--- src/rtl/qenc_pkg.sv ---
package qenc_pkg;
  typedef enum logic [1:0] {
    SENS_RISE = 2'b00,
    SENS_FALL = 2'b01,
    SENS_BOTH = 2'b10,
    SENS_OFF  = 2'b11
  } sens_e;

  localparam int unsigned NUM_PH = 2;  // phase inputs: 0 = A, 1 = B
  localparam int unsigned IDX_UP = 0;  // flag index for reversal to up
  localparam int unsigned IDX_DN = 1;  // flag index for reversal to down

  // Does a transition to new level 'lvl' count under sensitivity 's'?
  function automatic logic edge_counts(sens_e s, logic lvl);
    case (s)
      SENS_RISE: return lvl;
      SENS_FALL: return ~lvl;
      SENS_BOTH: return 1'b1;
      default:   return 1'b0;
    endcase
  endfunction
endpackage

--- src/rtl/qenc_edge_decode.sv ---
module qenc_edge_decode
  import qenc_pkg::*;
(
  input  logic  clk,
  input  logic  rst_n,
  input  logic  enable,
  input  sens_e sens,
  input  logic  ph_a,
  input  logic  ph_b,
  output logic  step_up,
  output logic  step_down
);
  logic [NUM_PH-1:0] cur, prev_q, chg, qual, fwd;
  logic              primed_q, single, hit, hit_fwd;

  assign cur = {ph_b, ph_a};

  always_ff @(posedge clk or negedge rst_n) begin
    if (!rst_n) begin
      prev_q   <= '0;
      primed_q <= 1'b0;
    end else begin
      prev_q   <= cur;
      primed_q <= 1'b1;
    end
  end

  assign chg = cur ^ prev_q;

  genvar i;
  generate
    for (i = 0; i < NUM_PH; i++) begin : g_ph
      assign qual[i] = edge_counts(sens, cur[i]);
      // Phase A moves up when A and B differ after its edge; phase B when they match.
      if (i == 0) begin : g_a
        assign fwd[i] = ph_a ^ ph_b;
      end else begin : g_b
        assign fwd[i] = ~(ph_a ^ ph_b);
      end
    end
  endgenerate

  assign single   = $onehot(chg);
  assign hit      = |(chg & qual);
  assign hit_fwd  = |(chg & fwd);
  assign step_up   = primed_q & enable & single & hit & hit_fwd;
  assign step_down = primed_q & enable & single & hit & ~hit_fwd;

  AST_NO_DOUBLE_CHANGE: assert property (@(posedge clk) disable iff (!rst_n)
    (chg == '1) |-> !(step_up || step_down));
  AST_OFF_OR_IDLE_QUIET: assert property (@(posedge clk) disable iff (!rst_n)
    (sens == SENS_OFF || !enable) |-> !(step_up || step_down));
  AST_RISE_ONLY: assert property (@(posedge clk) disable iff (!rst_n)
    (sens == SENS_RISE && (step_up || step_down)) |-> |(chg & cur));
endmodule

--- src/rtl/qenc_wrap_counter.sv ---
module qenc_wrap_counter #(
  parameter int unsigned CNT_W = 16
) (
  input  logic             clk,
  input  logic             rst_n,
  input  logic             enable,
  input  logic             step_up,
  input  logic             step_down,
  input  logic [CNT_W-1:0] bound,
  output logic [CNT_W-1:0] cnt
);
  localparam logic [CNT_W-1:0] ZERO = '0;
  localparam logic [CNT_W-1:0] ONE  = CNT_W'(1);

  logic [CNT_W-1:0] cnt_q, cnt_d;

  always_comb begin
    cnt_d = cnt_q;
    if (!enable) begin
      cnt_d = ZERO;
    end else if (step_up) begin
      cnt_d = (cnt_q >= bound) ? ZERO : cnt_q + ONE;
    end else if (step_down) begin
      cnt_d = (cnt_q == ZERO || cnt_q > bound) ? bound : cnt_q - ONE;
    end
  end

  always_ff @(posedge clk or negedge rst_n) begin
    if (!rst_n) cnt_q <= ZERO;
    else        cnt_q <= cnt_d;
  end

  assign cnt = cnt_q;

  AST_STEP_IN_RANGE: assert property (@(posedge clk) disable iff (!rst_n)
    (enable && (step_up || step_down)) |=> cnt_q <= $past(bound));
  AST_DISABLE_ZERO: assert property (@(posedge clk) disable iff (!rst_n)
    !enable |=> cnt_q == ZERO);
  AST_UP_BY_ONE: assert property (@(posedge clk) disable iff (!rst_n)
    (enable && step_up && cnt_q < bound) |=> (cnt_q - $past(cnt_q)) == ONE);
  AST_HOLD_NO_STEP: assert property (@(posedge clk) disable iff (!rst_n)
    (enable && !step_up && !step_down) |=> $stable(cnt_q));
endmodule

--- src/rtl/qenc_dir_flags.sv ---
module qenc_dir_flags
  import qenc_pkg::*;
(
  input  logic              clk,
  input  logic              rst_n,
  input  logic              enable,
  input  logic              step_up,
  input  logic              step_down,
  input  logic [NUM_PH-1:0] clr,
  input  logic [NUM_PH-1:0] ie,
  output logic              dir_down,
  output logic [NUM_PH-1:0] flag,
  output logic              irq
);
  logic              dir_q;
  logic [NUM_PH-1:0] evt, flag_q, pend_q;

  always_ff @(posedge clk or negedge rst_n) begin
    if (!rst_n)         dir_q <= 1'b0;
    else if (!enable)   dir_q <= 1'b0;
    else if (step_up)   dir_q <= 1'b0;
    else if (step_down) dir_q <= 1'b1;
  end

  assign evt[IDX_UP] = step_up & dir_q;
  assign evt[IDX_DN] = step_down & ~dir_q;

  genvar i;
  generate
    for (i = 0; i < NUM_PH; i++) begin : g_flag
      always_ff @(posedge clk or negedge rst_n) begin
        if (!rst_n) begin
          flag_q[i] <= 1'b0;
          pend_q[i] <= 1'b0;
        end else begin
          flag_q[i] <= (flag_q[i] & ~clr[i]) | evt[i];
          pend_q[i] <= ie[i] & ((pend_q[i] & ~clr[i]) | evt[i]);
        end
      end

      AST_FLAG_STICKY: assert property (@(posedge clk) disable iff (!rst_n)
        (flag_q[i] && !clr[i]) |=> flag_q[i]);
      AST_EVENT_SETS: assert property (@(posedge clk) disable iff (!rst_n)
        evt[i] |=> flag_q[i]);
      AST_PEND_NEEDS_FLAG: assert property (@(posedge clk) disable iff (!rst_n)
        pend_q[i] |-> flag_q[i]);
    end
  endgenerate

  assign dir_down = dir_q;
  assign flag     = flag_q;
  assign irq      = |pend_q;

  AST_IRQ_FROM_EVENT: assert property (@(posedge clk) disable iff (!rst_n)
    $rose(irq) |-> $past(|(evt & ie)));
endmodule

--- src/rtl/qenc_pos_counter.sv ---
module qenc_pos_counter
  import qenc_pkg::*;
#(
  parameter int unsigned CNT_W = 16
) (
  input  logic             clk,
  input  logic             rst_n,
  input  logic             enable,
  input  logic [1:0]       edge_sel,
  input  logic [CNT_W-1:0] reload_val,
  input  logic             phase_a,
  input  logic             phase_b,
  input  logic             clr_up,
  input  logic             clr_down,
  input  logic             ie_up,
  input  logic             ie_down,
  output logic [CNT_W-1:0] position,
  output logic             dir_down,
  output logic             flag_up,
  output logic             flag_down,
  output logic             irq
);
  logic              s_up, s_dn;
  logic [NUM_PH-1:0] flags;
  sens_e             sens;

  assign sens = sens_e'(edge_sel);

  qenc_edge_decode u_dec (
    .clk(clk), .rst_n(rst_n), .enable(enable), .sens(sens),
    .ph_a(phase_a), .ph_b(phase_b), .step_up(s_up), .step_down(s_dn)
  );

  qenc_wrap_counter #(.CNT_W(CNT_W)) u_cnt (
    .clk(clk), .rst_n(rst_n), .enable(enable), .step_up(s_up),
    .step_down(s_dn), .bound(reload_val), .cnt(position)
  );

  qenc_dir_flags u_flg (
    .clk(clk), .rst_n(rst_n), .enable(enable), .step_up(s_up),
    .step_down(s_dn), .clr({clr_down, clr_up}), .ie({ie_down, ie_up}),
    .dir_down(dir_down), .flag(flags), .irq(irq)
  );

  assign flag_up   = flags[IDX_UP];
  assign flag_down = flags[IDX_DN];

  AST_ONE_FLAG_PER_STEP: assert property (@(posedge clk) disable iff (!rst_n)
    !($rose(flag_up) && $rose(flag_down)));
endmodule

--- config.mk ---
export PLATFORM = sky130hd
export DESIGN_NAME = qenc_pos_counter
export DESIGN_NICKNAME = d
export VERILOG_FILES = /design/src/rtl/qenc_pkg.sv /design/src/rtl/qenc_edge_decode.sv /design/src/rtl/qenc_wrap_counter.sv /design/src/rtl/qenc_dir_flags.sv /design/src/rtl/qenc_pos_counter.sv
export SDC_FILE = /design/constraint.sdc
export NUM_CORES = 1
export LEC_CHECK = 0
export BUFFER_PORTS_ARGS = -buffer_cell sky130_fd_sc_hd__clkbuf_2
export CAP_MARGIN = 20
export CORE_MARGIN = 5
export CORE_UTILIZATION = 50
export DETAILED_ROUTE_END_ITERATION = 10
export MAX_ROUTING_LAYER = met4
export PLACE_DENSITY = 0.74
export SYNTH_ARGS = -nofsm -noshare
export SYNTH_HDL_FRONTEND = slang
export SYNTH_SLANG_ARGS = --single-unit
--- constraint.sdc ---
create_clock -name clk -period 3.14 [get_ports clk]
set_input_delay 0.157 -clock clk [delete_from_list [all_inputs] [get_ports clk]]
set_output_delay 0.157 -clock clk [all_outputs]
set_load 0.005 [all_outputs]
==> impl_metrics.tcl <==
set metrics [dict create \
    max_freq_ghz 0.347 \
    worst_pin_slew_ns 1.10 \
    leakagePower_uw 0.00130 \
    max_stage_delay_ns 0.56 \
    setup_viol 0 \
    crit_required_ns 3.33 \
    postCtsSetupRepairBufs 0 \
    synthCells 279 \
    die_area_sq_mm 0.00596 \
    drt_iter0_drc 133 \
    track_usage_pct 19.7 \
    cp.buffers_inverters 0 \
    core-area_sq_mm 0.00438 \
    cp_data_arrival_time_ns 3.07 \
    wl_um 5580 \
    clock-root-buffer "clkbuf_8" \
    p_per_area_mw_per_mm2 584 \
    layout-drive-gt1-share_pct 21.7 \
    hold_viol_final 0 \
    synth-seq-cells 24 \
    start_kind "flop" \
    m1WireLength_um 2520 \
    grt-ovfl-total 0 \
    period_minus_slack_ns 2.88 \
    wl_met2_um 2770 \
    ff2ff_setup_slack_ns 0.26 \
    syn2layout_area_growth_pct 16.4 \
    finalCritPeriodShare_pct 91.7 \
    synth-edff-count 0 \
    fin_setup_tns_ns 0 \
    start_util_pct 51.5 \
    crit_start "u_cnt.cnt[13]" \
    syn-cell-area_sq_mm 0.00226 \
    slowest_stage "or4_4" \
    routabilityCongestion 0.844 \
    min_path_type "in2reg" \
    ys_warn_count 0 \
    crit_type "reg2reg" \
    cts_resized 0 \
    hold_path_startpoint "phase_b" \
    drc_errors 0 \
    place_hpwl_um 4340 \
    vias 2203 \
    final_cell_mix "clkbuf_2, inv_1, nand2_1" \
    clk_latency_ns 0.27 \
    ant_nets 0 \
    port_buffers 46 \
    die_x_um 77.2 \
    firstDrtPassIters 4 \
    drv_slew 0 \
    vdd_ir_drop_max_uv 229 \
    syn_avg_cell_area_sq_um 8.10 \
    numCtsBuffers 3 \
    htree_levels 1 \
    wl_met3_um 258 \
    clock_sinks 24 \
    preCtsSetupSlack_ns 0.280 \
    antenna_found_initial 0 \
    cts_tree "yes" \
    clk_path_buf_depth 2 \
    top_layer "met4" \
    cpLargestDelayFamily "simple AND/OR/NAND/NOR gates" \
    fin_ws_ns 0.259 \
    first_global_vias 2124 \
    r2r-start "u_cnt.cnt[13]" \
    num_antenna_cells 0 \
    synthDistinctLibCells 51 \
    floorplan.die.height_um 77.2 \
    vias_per_cell 5.81 \
    rsz0062_at_grt "false" \
    rows 24 \
    grt_pass1_wl_um 9670 \
    ys_async_sr_fraction_pct 100 \
    status "finished clean" \
    ys.flop_type "dfrtp_1" \
    synth_fp_nets 325 \
    grt_max_degree 25 \
    finalClockSkew_ns 0.00340 \
    slew_headroom_pct 26.8 \
    nNetsFinal 374 \
    worst_setup_path_end_kind "flop" \
    final_common_cell "clkbuf_2" \
    seq_area_frac_synth_pct 26.6 \
    max-cap-violations 0 \
    io_pins 47 \
    cp_max_fo 18 \
    crit_path_cell_trace "ha_1 -> nand4_2 -> or4_4 -> or2_1 -> o31ai_2 -> and2_4 -> mux2_2 -> a32oi_1" \
    wl_per_cell_um 14.7 \
    clkSlewWorstSetupHoldPaths_ns 0.09 \
]
==> worst paths after layout <==
path | endpoint | cells after the start
max in group asynchronous | u_dec.prev_q[1] | 2
min in group asynchronous | u_cnt.cnt[13] | 2
setup / recovery | u_cnt.cnt[5] | 8
hold / removal | u_dec.prev_q[1] | 1
hold reg to reg | u_flg.flag[0] | 2
setup reg to reg | u_cnt.cnt[5] | 8
==> cell type report <==
type	count	area, sq um
fillers	401	1750
multi-input cells	216	1480
flip-flops and latches	24	601
repair buffers	57	315
inverters	26	97.6
well taps	52	65.1
clock buffers	3	41.3
clock inverters	1	30.0
==> power by group <==
group / switching, uW / internal [uW]
logic: 466 / 401
registers: 47.9 / 343
clock network: 109 / 171
==> worst reg2reg max path: stages (launching register included) <==
cell	delay (ns)
dfrtp_1	0.49
ha_1	0.36
nand4_2	0.10
or4_4	0.56
or2_1	0.25
o31ai_2	0.09
and2_4	0.39
mux2_2	0.38
a32oi_1	0.18
==> Yosys cell counts (2+ instances only) <==
cell type	number	share of area [%]
xor2_1	5	1.9
or3_1	11	3.0
xnor2_1	7	2.7
o21ai_0	16	3.5
inv_1	26	4.3
nor4_1	2	0.55
o22ai_1	7	1.9
nor2b_1	7	1.9
a211oi_1	3	1.0
buf_12	2	1.8
nand4_1	5	1.4
o21a_1	2	0.66
mux2_2	2	1.0
and2_1	3	0.83
nor2_1	13	2.2
mux2i_1	10	4.4
or2_2	3	0.83
nand3_1	10	2.2
and3_1	3	0.83
nand2_1	25	4.2
a221o_1	8	3.5
a21oi_1	22	4.9
o211ai_1	4	1.3
dfrtp_1	24	27
a21o_1	2	0.66
nor3_1	4	0.89
clkbuf_1	11	1.8
ha_1	19	11
==> kinds of logic (layout without fill, tap and decap cells) <==
| family | Yosys count | count (layout) | synth area share, % |
|---|---|---|---|
| AO/OA/AOI/OAI | 76 | 76 | 21.9 |
| multiplexers | 12 | 12 | 5.43 |
| adder cells (fa/ha/maj) | 19 | 19 | 10.5 |
| XOR/XNOR | 12 | 12 | 4.65 |
| buffers and inverters | 39 | 87 | 7.92 |
| flip-flops | 24 | 24 | 26.6 |
| other | 1 | 1 | 0.166 |
| AND/OR/NAND/NOR | 96 | 96 | 22.8 |
==> through the flow <==
stage / std cells / total power (uW) / instance area, sq um / hold slack [ns] / utilization (%)
floorplan: 279 / 1160 / 2260 / -0.139 / -
global placement: 374 / 1250 / 2550 / 0.204 / 58.1
detailed placement: 374 / 1260 / 2550 / 0.207 / 58.1
CTS: 379 / 1550 / 2630 / 0.0219 / 60.0
global route: 379 / 1670 / 2630 / 0.0318 / 60.0
finish: 379 / 1540 / 2630 / 0.0314 / 60.0
==> layer usage <==
layer	track usage, %	vias up
met5	-	-
met4	3.09	0
met3	2.22	2
met2	34.7	54
met1	24.7	1042
li1	-	1105
==> state kept, by name, summed over array words and instances (netlist names) <==
register	flops
u_flg.pend_q	2
u_dec.prev_q	2
u_cnt.cnt	16
u_flg.dir_down	1
u_flg.flag	2
u_dec.primed_q	1
==> repair_timing <==
action / CTS / global route
hold buffers: 1 / 0
endpoints found under the setup margin: 0 / 0
hold endpoints to repair: 24 / 0
No activity file was read; power rests on OpenSTA's default activity.
